===== config.mk =====
export PLATFORM = sky130hd
export DESIGN_NAME = hamming_sec_mem
export DESIGN_NICKNAME = d
export VERILOG_FILES = /design/src/rtl/hsec_pkg.sv /design/src/rtl/hsec_encoder.sv /design/src/rtl/hsec_decoder.sv /design/src/rtl/hsec_store.sv /design/src/rtl/hamming_sec_mem.sv
export SDC_FILE = /design/constraint.sdc
export NUM_CORES = 1
export LEC_CHECK = 0
export ABC_AREA = 0
export CAP_MARGIN = 20
export CORE_MARGIN = 5
export CORE_UTILIZATION = 45
export DETAILED_ROUTE_END_ITERATION = 16
export DONT_BUFFER_PORTS = 1
export MAX_ROUTING_LAYER = met4
export PLACE_DENSITY_LB_ADDON = 0.2
export SLEW_MARGIN = 15
export SYNTH_ARGS = -nofsm -noshare
export SYNTH_HDL_FRONTEND = slang
export SYNTH_SLANG_ARGS = --single-unit

===== constraint.sdc =====
create_clock -name clk -period 5.95 [get_ports clk]
set_clock_uncertainty 0.05 [all_clocks]
set_input_delay 0.2975 -clock clk [delete_from_list [all_inputs] [get_ports clk]]
set_output_delay 0.2975 -clock clk [all_outputs]
set_load 0.01 [all_outputs]

===== src/rtl/hsec_pkg.sv =====
package hsec_pkg;

  localparam int unsigned DATA_W = 8;
  localparam int unsigned CHK_W  = 4;
  localparam int unsigned CW_W   = DATA_W + CHK_W;

  typedef logic [DATA_W-1:0] data_t;
  typedef logic [CHK_W-1:0]  synd_t;
  typedef logic [CW_W-1:0]   cw_t;

  typedef enum logic [1:0] {
    ERR_NONE   = 2'd0,
    ERR_CHECK  = 2'd1,
    ERR_DATA   = 2'd2,
    ERR_UNCORR = 2'd3
  } err_kind_e;

  // 1-based codeword position of data bit idx: the idx-th position that is
  // not a power of two.
  function automatic int unsigned data_pos(input int unsigned idx);
    int unsigned seen;
    int unsigned found;
    seen  = 0;
    found = 0;
    for (int unsigned p = 1; p <= CW_W; p++) begin
      if ((p & (p - 1)) != 0) begin
        if (seen == idx) found = p;
        seen++;
      end
    end
    return found;
  endfunction

  // Data bits covered by the check bit at position 2**k.
  function automatic data_t check_cover(input int unsigned k);
    data_t m;
    m = '0;
    for (int unsigned i = 0; i < DATA_W; i++) begin
      if (((data_pos(i) >> k) & 1) != 0) m[i] = 1'b1;
    end
    return m;
  endfunction

endpackage


===== src/rtl/hsec_encoder.sv =====
module hsec_encoder
  import hsec_pkg::*;
(
  input  data_t din,
  output cw_t   cw
);

  for (genvar gi = 0; gi < DATA_W; gi++) begin : g_data
    assign cw[data_pos(gi) - 1] = din[gi];
  end

  for (genvar gk = 0; gk < CHK_W; gk++) begin : g_chk
    assign cw[(1 << gk) - 1] = ^(din & check_cover(gk));
  end

endmodule


===== src/rtl/hsec_decoder.sv =====
module hsec_decoder
  import hsec_pkg::*;
(
  input  cw_t       cw,
  output data_t     dout,
  output err_kind_e kind
);

  data_t raw;
  data_t flip;
  synd_t synd;

  for (genvar gi = 0; gi < DATA_W; gi++) begin : g_data
    assign raw[gi]  = cw[data_pos(gi) - 1];
    assign flip[gi] = (synd == CHK_W'(data_pos(gi)));
  end

  for (genvar gk = 0; gk < CHK_W; gk++) begin : g_synd
    assign synd[gk] = (^(raw & check_cover(gk))) ^ cw[(1 << gk) - 1];
  end

  always_comb begin
    dout = raw;
    kind = ERR_NONE;
    if (synd == '0) begin
      kind = ERR_NONE;
    end else if ($onehot(synd)) begin
      kind = ERR_CHECK;
    end else if (synd > CHK_W'(CW_W)) begin
      kind = ERR_UNCORR;
    end else begin
      kind = ERR_DATA;
      dout = raw ^ flip;
    end
  end

endmodule


===== src/rtl/hsec_store.sv =====
module hsec_store
  import hsec_pkg::*;
#(
  parameter int unsigned ADDR_W = 4,
  localparam int unsigned DEPTH = 1 << ADDR_W
) (
  input  logic              clk,
  input  logic              rst_n,
  input  logic              wr_en,
  input  logic [ADDR_W-1:0] wr_addr,
  input  cw_t               wr_cw,
  input  logic              inj_en,
  input  logic [ADDR_W-1:0] inj_addr,
  input  cw_t               inj_mask,
  input  logic [ADDR_W-1:0] rd_addr,
  output cw_t               rd_cw
);

  cw_t words [DEPTH];

  for (genvar gi = 0; gi < DEPTH; gi++) begin : g_ent
    logic hit_w;
    logic hit_i;
    cw_t  ent_q;

    assign hit_w = wr_en  && (wr_addr  == ADDR_W'(gi));
    assign hit_i = inj_en && (inj_addr == ADDR_W'(gi));

    always_ff @(posedge clk or negedge rst_n) begin
      if (!rst_n) begin
        ent_q <= '0;
      end else if (hit_w || hit_i) begin
        ent_q <= (hit_w ? wr_cw : ent_q) ^ (hit_i ? inj_mask : '0);
      end
    end

    assign words[gi] = ent_q;
  end

  assign rd_cw = words[rd_addr];

endmodule


===== src/rtl/hamming_sec_mem.sv =====
module hamming_sec_mem
  import hsec_pkg::*;
#(
  parameter int unsigned ADDR_W = 4
) (
  input  logic              clk,
  input  logic              rst_n,
  input  logic              req_valid,
  output logic              req_ready,
  input  logic              req_write,
  input  logic [ADDR_W-1:0] req_addr,
  input  logic [7:0]        req_wdata,
  output logic              rsp_valid,
  input  logic              rsp_ready,
  output logic [7:0]        rsp_data,
  output logic              rsp_corrected,
  output logic              rsp_uncorrectable,
  input  logic              inj_valid,
  input  logic [ADDR_W-1:0] inj_addr,
  input  logic [11:0]       inj_mask
);

  logic      accept;
  logic      wr_fire;
  logic      rd_fire;
  cw_t       enc_cw;
  cw_t       fetched_cw;
  data_t     dec_data;
  err_kind_e dec_kind;

  assign req_ready = !rsp_valid || rsp_ready;
  assign accept    = req_valid && req_ready;
  assign wr_fire   = accept && req_write;
  assign rd_fire   = accept && !req_write;

  hsec_encoder u_enc (
    .din (req_wdata),
    .cw  (enc_cw)
  );

  hsec_store #(.ADDR_W(ADDR_W)) u_store (
    .clk      (clk),
    .rst_n    (rst_n),
    .wr_en    (wr_fire),
    .wr_addr  (req_addr),
    .wr_cw    (enc_cw),
    .inj_en   (inj_valid),
    .inj_addr (inj_addr),
    .inj_mask (inj_mask),
    .rd_addr  (req_addr),
    .rd_cw    (fetched_cw)
  );

  hsec_decoder u_dec (
    .cw   (fetched_cw),
    .dout (dec_data),
    .kind (dec_kind)
  );

  always_ff @(posedge clk or negedge rst_n) begin
    if (!rst_n) begin
      rsp_valid         <= 1'b0;
      rsp_data          <= '0;
      rsp_corrected     <= 1'b0;
      rsp_uncorrectable <= 1'b0;
    end else if (rd_fire) begin
      rsp_valid         <= 1'b1;
      rsp_data          <= dec_data;
      rsp_corrected     <= (dec_kind == ERR_CHECK) || (dec_kind == ERR_DATA);
      rsp_uncorrectable <= (dec_kind == ERR_UNCORR);
    end else if (rsp_ready) begin
      rsp_valid         <= 1'b0;
      rsp_corrected     <= 1'b0;
      rsp_uncorrectable <= 1'b0;
    end
  end

endmodule


Yosys cells after proc, flatten, opt, wreduce, memory -nomap -nowiden

Index checks and enable logic that the tools add are counted.

Add/subtract/negate cells: 3
Multiply operators: 0
Div/mod/pow operators: 0
Order comparisons: 2
Eq/ne operators: 42
Shifts and indexed selects: 0
Muxes and demuxes: 45
Bitwise gates (word level): 22
Reductions and logical operators: 67

Operators with widths:

| cell               | number |
|---|---|
| $mux 12            | 34 |
| $xor 12x12->12     | 16 |
| $eq 4x4->1 const B | 20 |
| $reduce_xor 8->1   | 8 |
| $bmux 12 s4        | 1 |
| $eq 4x3->1 const B | 11 |
| $logic_and 1x1->1  | 35 |
| $mux 8             | 3 |
| $eq 4x2->1 const B | 5 |
| $logic_or 1x1->1   | 18 |
| $logic_not 4->1    | 3 |
| $eq 4x1->1 const B | 2 |
| $xor 8x8->8        | 1 |
| $ge 5x5->1 const B | 1 |
| $mux 1             | 5 |
| $not 4->5          | 1 |
| $add 1x1->2        | 2 |
| $eq 2x2->1 const B | 2 |
| $gt 4x4->1 const B | 1 |
| $mux 2             | 2 |
| $xor 1x1->1        | 4 |
| $add 3x3->3        | 1 |
| $eq 3x1->1 const B | 1 |
| $eq 2x1->1 const B | 1 |
| 2 further kinds    | 3 |

Bits in registers: 203
Latch bits: 0
RAM bits: 0
ROM bits: 0
Input port bits: 34
Output and inout bits: 12
Word-level logic and storage cells: 201
Memories kept: 0

Depth between registers and ports, before layout

Gate-level depths: netlist of the first run.

Depth after elaboration: 14
Gate-level depth with buffers: 21
Mapped depth without buffers: 18

Modules after synthesis

Synthesis of the first run repeated with hierarchy kept, for this count alone.

Cells, all modules: 1090
Area total of the unflattened synthesis: 12189.2 µm²

Modules (own cells, without submodules):

| module          | instances | cells an instance | area an instance (µm²) | sequential area each (µm²) |
|---|---|---|---|---|
| hsec_store      | 1         | 992               | 11078.1                | 4804.6 |
| hamming_sec_mem | 1         | 30                | 493.0                  | 275.3 |
| hsec_decoder    | 1         | 50                | 442.9                  | 0.0 |
| hsec_encoder    | 1         | 18                | 175.2                  | 0.0 |

Least setup slack after synthesis of the first run

OpenSTA, ideal clock, no wires.

Path type: input -> register
Start point: input port req_addr[0]
End point: register rsp_data[1]
Library setup time: 132 ps
Arrival time: 4599 ps
Required time: 5768 ps
Path slack: 1170 ps
Stages on the path: 21
Buffers on the path: 4
Cells stage by stage: buf_6 buf_4 buf_2 buf_4 mux4_2 mux4_2 xor2_1 xnor2_1 xor2_1 inv_1 ha_1 xnor2_1 ha_1 nor2_1 nand3_1 a21boi_0 a21boi_0 nand2_1 nor3_2 xnor2_1 o21ai_1

Word-level cells in the longest chain between the ends: 11
Elaborated cells on any way between the ends: 23
Those cells by class: add/sub: 3; order compare: 1; eq/ne: 2; mux: 6; bitwise: 6; reduce/logical: 5

RTL lines:

| element                                                                 | RTL line                               | source |
|---|---|---|
| start, declared                                                         | hamming_sec_mem.sv:11                  | `input logic [ADDR_W-1:0] req_addr,` |
| $not 4->5 (not written as such) (*)                                     | hsec_store.sv:40                       | `assign rd_cw = words[rd_addr];` |
| $bmux 12 s4 (*)                                                         | hsec_store.sv:40                       |  |
| $mux 12 (not written as such) (*) (2 in a row)                          | hsec_store.sv:40                       |  |
| $reduce_xor 8->1                                                        | hsec_decoder.sv:19                     | `assign synd[gk] = (^(raw & check_cover(gk))) ^ cw[(1 << gk) - 1];` |
| $xor 1x1->1                                                             | hsec_decoder.sv:19                     |  |
| $add 1x1->2 (not written as such) / $eq 4x3->1 (equally long branches)  | hsec_decoder.sv:27, hsec_decoder.sv:15 |  |
| $add 3x3->3 (not written as such) / $xor 8x8->8 (equally long branches) | hsec_decoder.sv:27, hsec_decoder.sv:33 |  |
| $eq 3x1->1 / $mux 8 (equally long branches)                             | hsec_decoder.sv:27, hsec_decoder.sv:29 |  |
| $mux 8                                                                  | hsec_decoder.sv:27                     | `end else if ($onehot(synd)) begin` |
| $mux 8 (*)                                                              | hsec_decoder.sv:25                     | `if (synd == '0) begin` |
| end signal, assigned                                                    | hamming_sec_mem.sv:68                  | `rsp_data <= dec_data;` |
| end, declared                                                           | hamming_sec_mem.sv:15                  | `output logic [7:0] rsp_data,` |

Every way passes the cells marked *; elsewhere a longest branch is shown, timed or not. The select of a mux whose other input is x is not followed.
A chain may end at the register's enable or synchronous reset.

Worst setup path after layout of the first run

Start point: register u_store.g_ent[14].ent_q[11]
End point: register rsp_data[6]

Word-level cells in the longest chain between the ends: 10
Elaborated cells on any way between the ends: 17
Those cells by class: add/sub: 2; order compare: 1; eq/ne: 2; mux: 6; bitwise: 3; reduce/logical: 3

RTL lines:

| element                                                                 | RTL line                               | source |
|---|---|---|
| start, declared                                                         | hsec_store.sv:24                       | `cw_t ent_q;` |
| start signal, assigned                                                  | hsec_store.sv:33                       | `ent_q <= (hit_w ? wr_cw : ent_q) ^ (hit_i ? inj_mask : '0);` |
| $bmux 12 s4 (*)                                                         | hsec_store.sv:40                       |  |
| $mux 12 (not written as such) (*) (2 in a row)                          | hsec_store.sv:40                       |  |
| $reduce_xor 8->1                                                        | hsec_decoder.sv:19                     |  |
| $xor 1x1->1                                                             | hsec_decoder.sv:19                     |  |
| $add 1x1->2 (not written as such) / $eq 4x4->1 (equally long branches)  | hsec_decoder.sv:27, hsec_decoder.sv:15 |  |
| $add 3x3->3 (not written as such) / $xor 8x8->8 (equally long branches) | hsec_decoder.sv:27, hsec_decoder.sv:33 |  |
| $eq 3x1->1 / $mux 8 (equally long branches)                             | hsec_decoder.sv:27, hsec_decoder.sv:29 |  |
| $mux 8                                                                  | hsec_decoder.sv:27                     |  |
| $mux 8 (*)                                                              | hsec_decoder.sv:25                     |  |

Marks and branches as above.

==> results of run 1 <==
-- layout make-up --
| class | instances | area, um2 |
|---|---|---|
| antenna | 1 | 2.502 |
| clock buffer | 39 | 718.2 |
| clock inverter | 3 | 40.04 |
| fill | 2390 | 13290 |
| inverter | 8 | 30.03 |
| multi-input combinational | 816 | 6648 |
| sequential | 203 | 5080 |
| tap | 341 | 426.7 |
| timing repair buffer | 53 | 493.0 |
-- power groups by stage --
stage               logic, mW  registers [mW]  clock network [mW]
finish                   3.59            2.45                1.44
global route             4.00            2.54                1.52
global placement         3.46            2.44                   0
CTS                      3.60            2.45                1.46
detailed placement       3.45            2.46                   0
floorplan                2.88            2.34                   0
-- registers in the layout, indices dropped and copies added (netlist names) --
| signal | flops |
|---|---|
| u_store.g_ent.ent_q | 192 |
| rsp_data | 8 |
| rsp_valid | 1 |
| rsp_corrected | 1 |
| rsp_uncorrectable | 1 |
-- cell usage in the layout, fill, tap and decap left out, drive strengths merged, types with 2 or more instances in the layout --
cell type and n:
clkbuf 39, dlygate4sd3 30, nor2 19, nor3 15, nor3b 3, inv 8, xor2 169, nand2b 4
dfrtp 203, mux4 56, a21oi 9, clkinv 2, mux2i 160, nor2b 3, nand3b 3, o21ai 34
xnor2 56, nor4 2, a22oi 8, a21boi 2, buf 23, nand2 253, ha 9, nand3 5
-- worst min-delay path by stage --
stage | to | from | cells past startpoint
4_1_cts | u_store.g_ent[5].ent_q[6]$_DFFE_PN0P_ | inj_addr[3] | 3
3_3_place_gp | u_store.g_ent[8].ent_q[7]$_DFFE_PN0P_ | rst_n | 0
5_1_grt | u_store.g_ent[5].ent_q[5]$_DFFE_PN0P_ | inj_addr[3] | 3
3_5_place_dp | u_store.g_ent[1].ent_q[7]$_DFFE_PN0P_ | rst_n | 0
2_1_floorplan | rsp_corrected$_DFFE_PN0P_ | rst_n | 0
6_report | u_store.g_ent[5].ent_q[5]$_DFFE_PN0P_ | inj_addr[1] | 3
-- cell usage after synthesis, types with 3 or more instances --
cell type,number
a21oi_1,9
a22oi_1,8
buf_1,10
buf_2,9
buf_4,3
clkbuf_1,75
dfrtp_1,203
ha_1,9
inv_1,6
mux2i_1,160
mux4_1,4
mux4_2,52
nand2_1,253
nand2b_1,4
nand3_1,5
nand3b_1,3
nor2_1,19
nor2b_1,3
nor3_1,9
nor3_2,6
nor3b_1,3
o21ai_0,27
o21ai_1,7
xnor2_1,56
xor2_1,169
-- repair_timing --
item	4_1_cts	5_1_grt
endpoints found under the hold margin	397	0
hold buffers	31	0
resized for setup	0	0
-- cells by family after synthesis --
logic type      after synthesis
xor+xnor                    227
buf+inv                     107
flops                       203
simple gates                310
compound gates               54
fa+ha+maj                     9
mux                         216
-- metrics by stage --
stage               instance area (um2)  setup slack [ns]  hold slack (ns)  util [%]
floorplan                         12110             1.170         -0.04809         -
CTS                               13430             1.341          0.02493     50.24
detailed placement                12340             1.389         -0.03561     46.18
global route                      13440            0.9515          0.03732     50.28
finish                            13440             1.308          0.02927     50.28
global placement                  12340             1.377         -0.03657     46.18
-- routing by layer --
metal | share of wire (%) | vias to the layer above | global-route usage, %
li1 | - | 3725 | -
met1 | 45 | 4078 | 31.01
met2 | 47 | 222 | 36.14
met3 | 5.8 | 44 | 4.306
met4 | 2.0 | 0 | 4.817
met5 | 0 | - | -
-- critical path, cell delays in order, from the launching register on --
cell	delay (ns)
dfrtp_1	0.38
mux4_2	0.48
mux4_2	0.56
xor2_1	0.20
xnor3_2	0.52
inv_2	0.15
ha_1	0.25
ha_1	0.19
ha_1	0.28
nor2_1	0.05
nand3_1	0.09
a21boi_0	0.34
a21boi_0	0.42
nand2_1	0.17
nor3_2	0.16
xnor2_1	0.14
o21ai_1	0.07
==> reports/metrics.yaml, run 1 <==
worst_setup_path:
  critPathLaunchType: "register"
  critPathCapture: "rsp_data[6]$_DFFE_PN0P_"
  r2r_end: "rsp_data[6]$_DFFE_PN0P_"
  end_kind: "register"
  reg2reg_depth: 16
  startpoint: "u_store.g_ent[14].ent_q[11]$_DFFE_PN0P_"
  worstSetupPathType: "register to register"
  cp.arrival_ns: 4.96
  r2r-start: "u_store.g_ent[14].ent_q[11]$_DFFE_PN0P_"
  reg2reg_slack_ns: 1.31
  crit_fanout: 6
  cp_data_required_time_ns: 6.27
timing:
  relSlewSlack_pct: 27.02
  finalCritPeriodShare_pct: 78.01
  period_needed_ns: 4.642
  fin_setup_tns_ns: 0
  setup_viol: 0
  final_max_slew_viol_count: 0
  hold_viol_final: 0
  fmax_mhz: 215.4
  worst_pin_slew_ns: 1.091
  rsz0062_at_grt: "no"
floorplanning:
  fp.dieArea_um2: 30280
  num_rows: 60
  io_pins: 46
  start_util_pct: 45.29
  fp.dieW_um: 174.0
  fp.dieH_um: 174.0
  coreArea_um2: 26730
place:
  io_buffers: 0
  dp_hpwl_mm: 20.27
  dp_cells: 1389
  gp_congestion: 0.8365
clock_network:
  worst_skew_pair.late_latency_ns: 0.52
  cts_tree: "done"
  clk_pin_slew_ns: 0.06
  cts_setup_buffers: 0
  h-tree-depth: 1
  cts_buffers: 24
  cts_root_buf: "clkbuf_16"
  max-clock-path-buffers: 3
  cts_sinks: 203
pwr:
  p_leak_nw: 5.734
  ir_worst_vdd_mv: 0.4327
  power.density_nw_per_um2: 556.6
  internal_power_mw: 4.613
  switching_share_pct: 38.32
  p_switching_mw: 2.866
  combPwrFrac_pct: 48.1
  total_power_mw: 7.479
  power.share.sequential_pct: 32.7
  pwr-share-clk_pct: 19.2
synth:
  synthAdderAreaFrac_pct: 0.9302
  synth-edff-count: 0
  syn_nets: 1169
  synth-compound-area-share_pct: 2.450
  synth_simple_gate_area_share_pct: 10.50
  ys_types: 36
  yosys_register_bits: 203
  yosysTopAreaCell: "dfrtp_1"
  ys_seq_area_share_pct: 41.96
  syn_avg_cell_area_um2: 10.75
  dominantRegCellSynth: "dfrtp_1"
  yosys-top-cells-area: "dfrtp_1, mux2i_1, xor2_1, mux4_2, nand2_1"
  synthMuxAreaShare_pct: 23.77
  yosys_warnings: 0
  syn_inst: 1126
  synth_top_family_by_area: "multiplexers"
  netlist_area_um2: 12110
  netlist.area_leader.share_pct: 41.96
  async_reset_ff_share_pct: 100.0
  yosys.area_share.xor_xnor_pct: 16.68
drt:
  post_drt_via_cell_ratio: 5.512
  drt-total-wl_mm: 33.58
  drt_iter0_markers: 701
  drc: 0
  wl_per_cell_um: 22.94
  vias: 8069
  ant_nets: 0
  dr.pass1.iters: 5
layout:
  syn_to_final_growth_pct: 11.01
  fin_nets: 1149
  fin_cells: 1464
  drive_above_1_share_pct: 11.68
run:
  cap_viol_max_count: 0
global_routing:
  grt_pass1_vias: 8390
  antenna_found_initial: 1
  grt_max_degree: 204
  grt.total_usage_pct: 22.82
  grt_overflow_total: 0
  grt_pass1_wl_mm: 52.38
run_status:
  status: "finished clean"
min_path:
  hold_path.class: "input pin to register"
No activity file was read; power rests on OpenSTA's default activity.
==> inputs of run 2 (changes only) <==
- ABC_AREA: 0 -> 1
- clock period: 5.95 -> 3.7 ns (I/O delays scaled with it)
==> run 2 against run 1 <==
  * The run now ends with hold timing left
  * Cell area is 4.7% higher
  * First-iteration DRC count is 68% higher
  * Utilization is 0.66 points higher
  * Maximum frequency is 33% higher
  * Sequential share of layout area is 1.7 points lower
  * Synthesized cell count is 52% higher
  * Power is 45% higher
  * Critical path depth is 4 higher
  * Combinational power is 21% higher
==> reports/metrics.yaml, run 2 <==
synth:
  ys_types: 30
  yosys_register_bits: 203
  syn_inst: 1716
  synthTopCellsByCount: "nand2_1, dfrtp_1, o21ai_0"
  yosys-top-cells-area: "dfrtp_1, nand2_1, xor2_1, o21ai_0, nor2_1"
  synth-edff-count: 0
  ys_seq_area_share_pct: 40.54
  syn_avg_cell_area_um2: 7.303
  synthMostInstantiatedCell: "nand2_1"
  dominantRegCellSynth: "dfrtp_1"
  netlist_area_um2: 12530
  yosysTopAreaCell: "dfrtp_1"
  yosys_warnings: 0
  netlist.area_leader.share_pct: 40.54
  syn_nets: 1759
  async_reset_ff_share_pct: 100.0
timing:
  period_needed_ns: 3.496
  fin_setup_tns_ns: 0
  worst_pin_slew_ns: 0.9977
  final_max_slew_viol_count: 0
  hold_viol_final: 203
  finalCritPeriodShare_pct: 94.49
  fin_hold_ws_ns: -0.7007
  setup_viol: 0
  fmax_mhz: 286.0
  relSlewSlack_pct: 33.16
worst_setup_path:
  critPathLaunchType: "register"
  crit_fanout: 4
  cp_data_required_time_ns: 4.06
  cp.arrival_ns: 3.85
  worstSetupPathType: "register to register"
  end_kind: "register"
  startpoint: "u_store.g_ent[0].ent_q[2]$_DFFE_PN0P_"
  r2r-start: "u_store.g_ent[0].ent_q[2]$_DFFE_PN0P_"
drt:
  drt-total-wl_mm: 39.17
  drt_iter0_markers: 1180
  post_drt_via_cell_ratio: 5.313
  ant_nets: 0
  vias: 11180
  dr.pass1.iters: 5
  drc: 0
  wl_per_cell_um: 18.61
layout:
  finalInstanceArea_um2: 14070
  fin_util_pct: 50.94
  syn_to_final_growth_pct: 12.31
  insertedDiodeCount: 0
  final_common_cell: "nand2_1"
  largest_reg_flops: 192
  nFillCells: 2729
  reg_top3: "u_store.g_ent.ent_q (192), rsp_data (8)"
  drive_above_1_share_pct: 8.222
  fin_nets: 1753
  layout_common_cells: "nand2_1, dfrtp_1, o21ai_0, nor2_1, xor2_1"
  largest_register: "u_store.g_ent.ent_q"
floorplanning:
  coreArea_um2: 27630
  fp.dieW_um: 176.9
  num_rows: 61
  io_pins: 46
  start_util_pct: 45.36
  fp.dieH_um: 176.9
  fp.dieArea_um2: 31290
clock_network:
  cts_tree: "done"
  worst_skew_pair.late_latency_ns: 0.53
  max-clock-path-buffers: 3
  cts_root_buf: "clkbuf_16"
  cts_buffers: 24
  cts_hold_buf: 18
  clk_pin_slew_ns: 0.06
  cts_sinks: 203
  h-tree-depth: 1
place:
  gp_congestion: 0.8922
  dp_hpwl_mm: 25.43
  io_buffers: 0
  placed_area_um2: 12930
global_routing:
  grt.total_usage_pct: 25.63
  grt_pass1_wl_mm: 61.46
  grt_overflow_total: 0
  grt_pass1_vias: 10570
  grt_max_degree: 204
  antenna_found_initial: 0
run:
  cap_viol_max_count: 0
run_status:
  violations: "hold timing"
  status: "finished, violations left"
pwr:
  p_leak_nw: 7.147
  ir_worst_vdd_mv: 0.6637
  power.density_nw_per_um2: 768.5
min_path:
  hold_path.class: "input pin to async pin"
[run 2: cell types whose count changed after synthesis, moves of 12 or more]
cell	delta
inv_1	+48
mux2i_1	-160
mux4_2	-52
nand2_1	+372
nand3_1	+23
nand4_1	+12
nor2_1	+171
o21ai_0	+166
o22ai_1	+23
xnor2_1	-16
[run 2: power by group]
group | internal [mW] | switching (mW) | leakage (nW)
Sequential | 3.33 | 0.705 | 2.45
Clock | 1.46 | 0.971 | 0.398
Combinational | 1.95 | 2.41 | 4.30
Total | 6.73 | 4.08 | 7.15
[run 2: stage by stage]
stage	cells	worst slack, ns	power (mW)
2_1_floorplan	1716	0.1108	6.938
3_3_place_gp	2039	-0.04174	7.930
3_5_place_dp	2039	-0.01332	8.065
4_1_cts	2100	0.01773	10.56
5_1_grt	2105	-0.01425	11.65
6_report	2105	0.2039	10.82
[run 2: layout make-up]
cell class / count / area, um2 / share of cell area (%)
Clock buffer: 38 / 754.5 / 5.360
Inverter: 69 / 259.0 / 1.840
Clock inverter: 5 / 52.55 / 0.3734
Sequential cell: 203 / 5080 / 36.09
Multi-Input combinational cell: 1348 / 6877 / 48.86
Timing Repair Buffer: 64 / 579.3 / 4.116
Tap cell: 378 / 473.0 / 3.360
[run 2: repair_timing]
| action | CTS | global route |
|---|---|---|
| buffers inserted | 0 | 5 |
| gates resized for setup | 0 | 32 |
| endpoints found under the setup margin | 0 | 10 |
| endpoints found under the hold margin | 265 | 203 |
[run 2: layer usage]
| layer | vias up | GRT usage [%] | part of all wire (%) |
|---|---|---|---|
| li1 | 5363 | - | - |
| met1 | 5319 | 36.44 | 45 |
| met2 | 446 | 39.55 | 45 |
| met3 | 56 | 3.076 | 7.6 |
| met4 | 0 | 6.028 | 2.0 |
| met5 | - | - | 0 |
[run 2: path summary, 6_finish.rpt]
check,to,slack (ns),depth (start not counted)
max in group asynchronous,u_store.g_ent[7].ent_q[10]$_DFFE_PN0P_,4.02,0
min,u_store.g_ent[13].ent_q[7]$_DFFE_PN0P_,-0.70,0
max reg2reg,rsp_data[4]$_DFFE_PN0P_,0.20,20
min in group clk,u_store.g_ent[0].ent_q[4]$_DFFE_PN0P_,0.08,3
max,rsp_data[4]$_DFFE_PN0P_,0.20,20
min reg2reg,rsp_data[5]$_DFFE_PN0P_,0.50,2
[run 2: worst max-delay path, stage by stage (launching register included)]
cell     delay [ns]
dfrtp_1        0.40
a22oi_2        0.18
nand2_1        0.07
nand2_1        0.07
nand3_1        0.10
nor2_2         0.15
buf_4          0.16
xor2_1         0.16
xnor3_1        0.28
ha_1           0.30
inv_1          0.04
ha_1           0.19
ha_1           0.29
nor3b_1        0.16
and2_1         0.17
nor2_1         0.08
and3_2         0.23
nand3_1        0.08
nand2_1        0.06
nand3_1        0.09
nand2_1        0.06
[run 2: cell families (layout without fill, tap and decap cells)]
group                      count (synthesis)  in the layout  share of synthesized area, %
DFF                                      203            203                         40.54
buffers and inverters                    165            176                         5.681
AOI/OAI and AO/OA                        242            242                         10.02
xor gates and xnor gates                 214            214                         15.07
and+or+nand+nor                          883            883                         27.80
adders and majority gates                  9              9                        0.8986
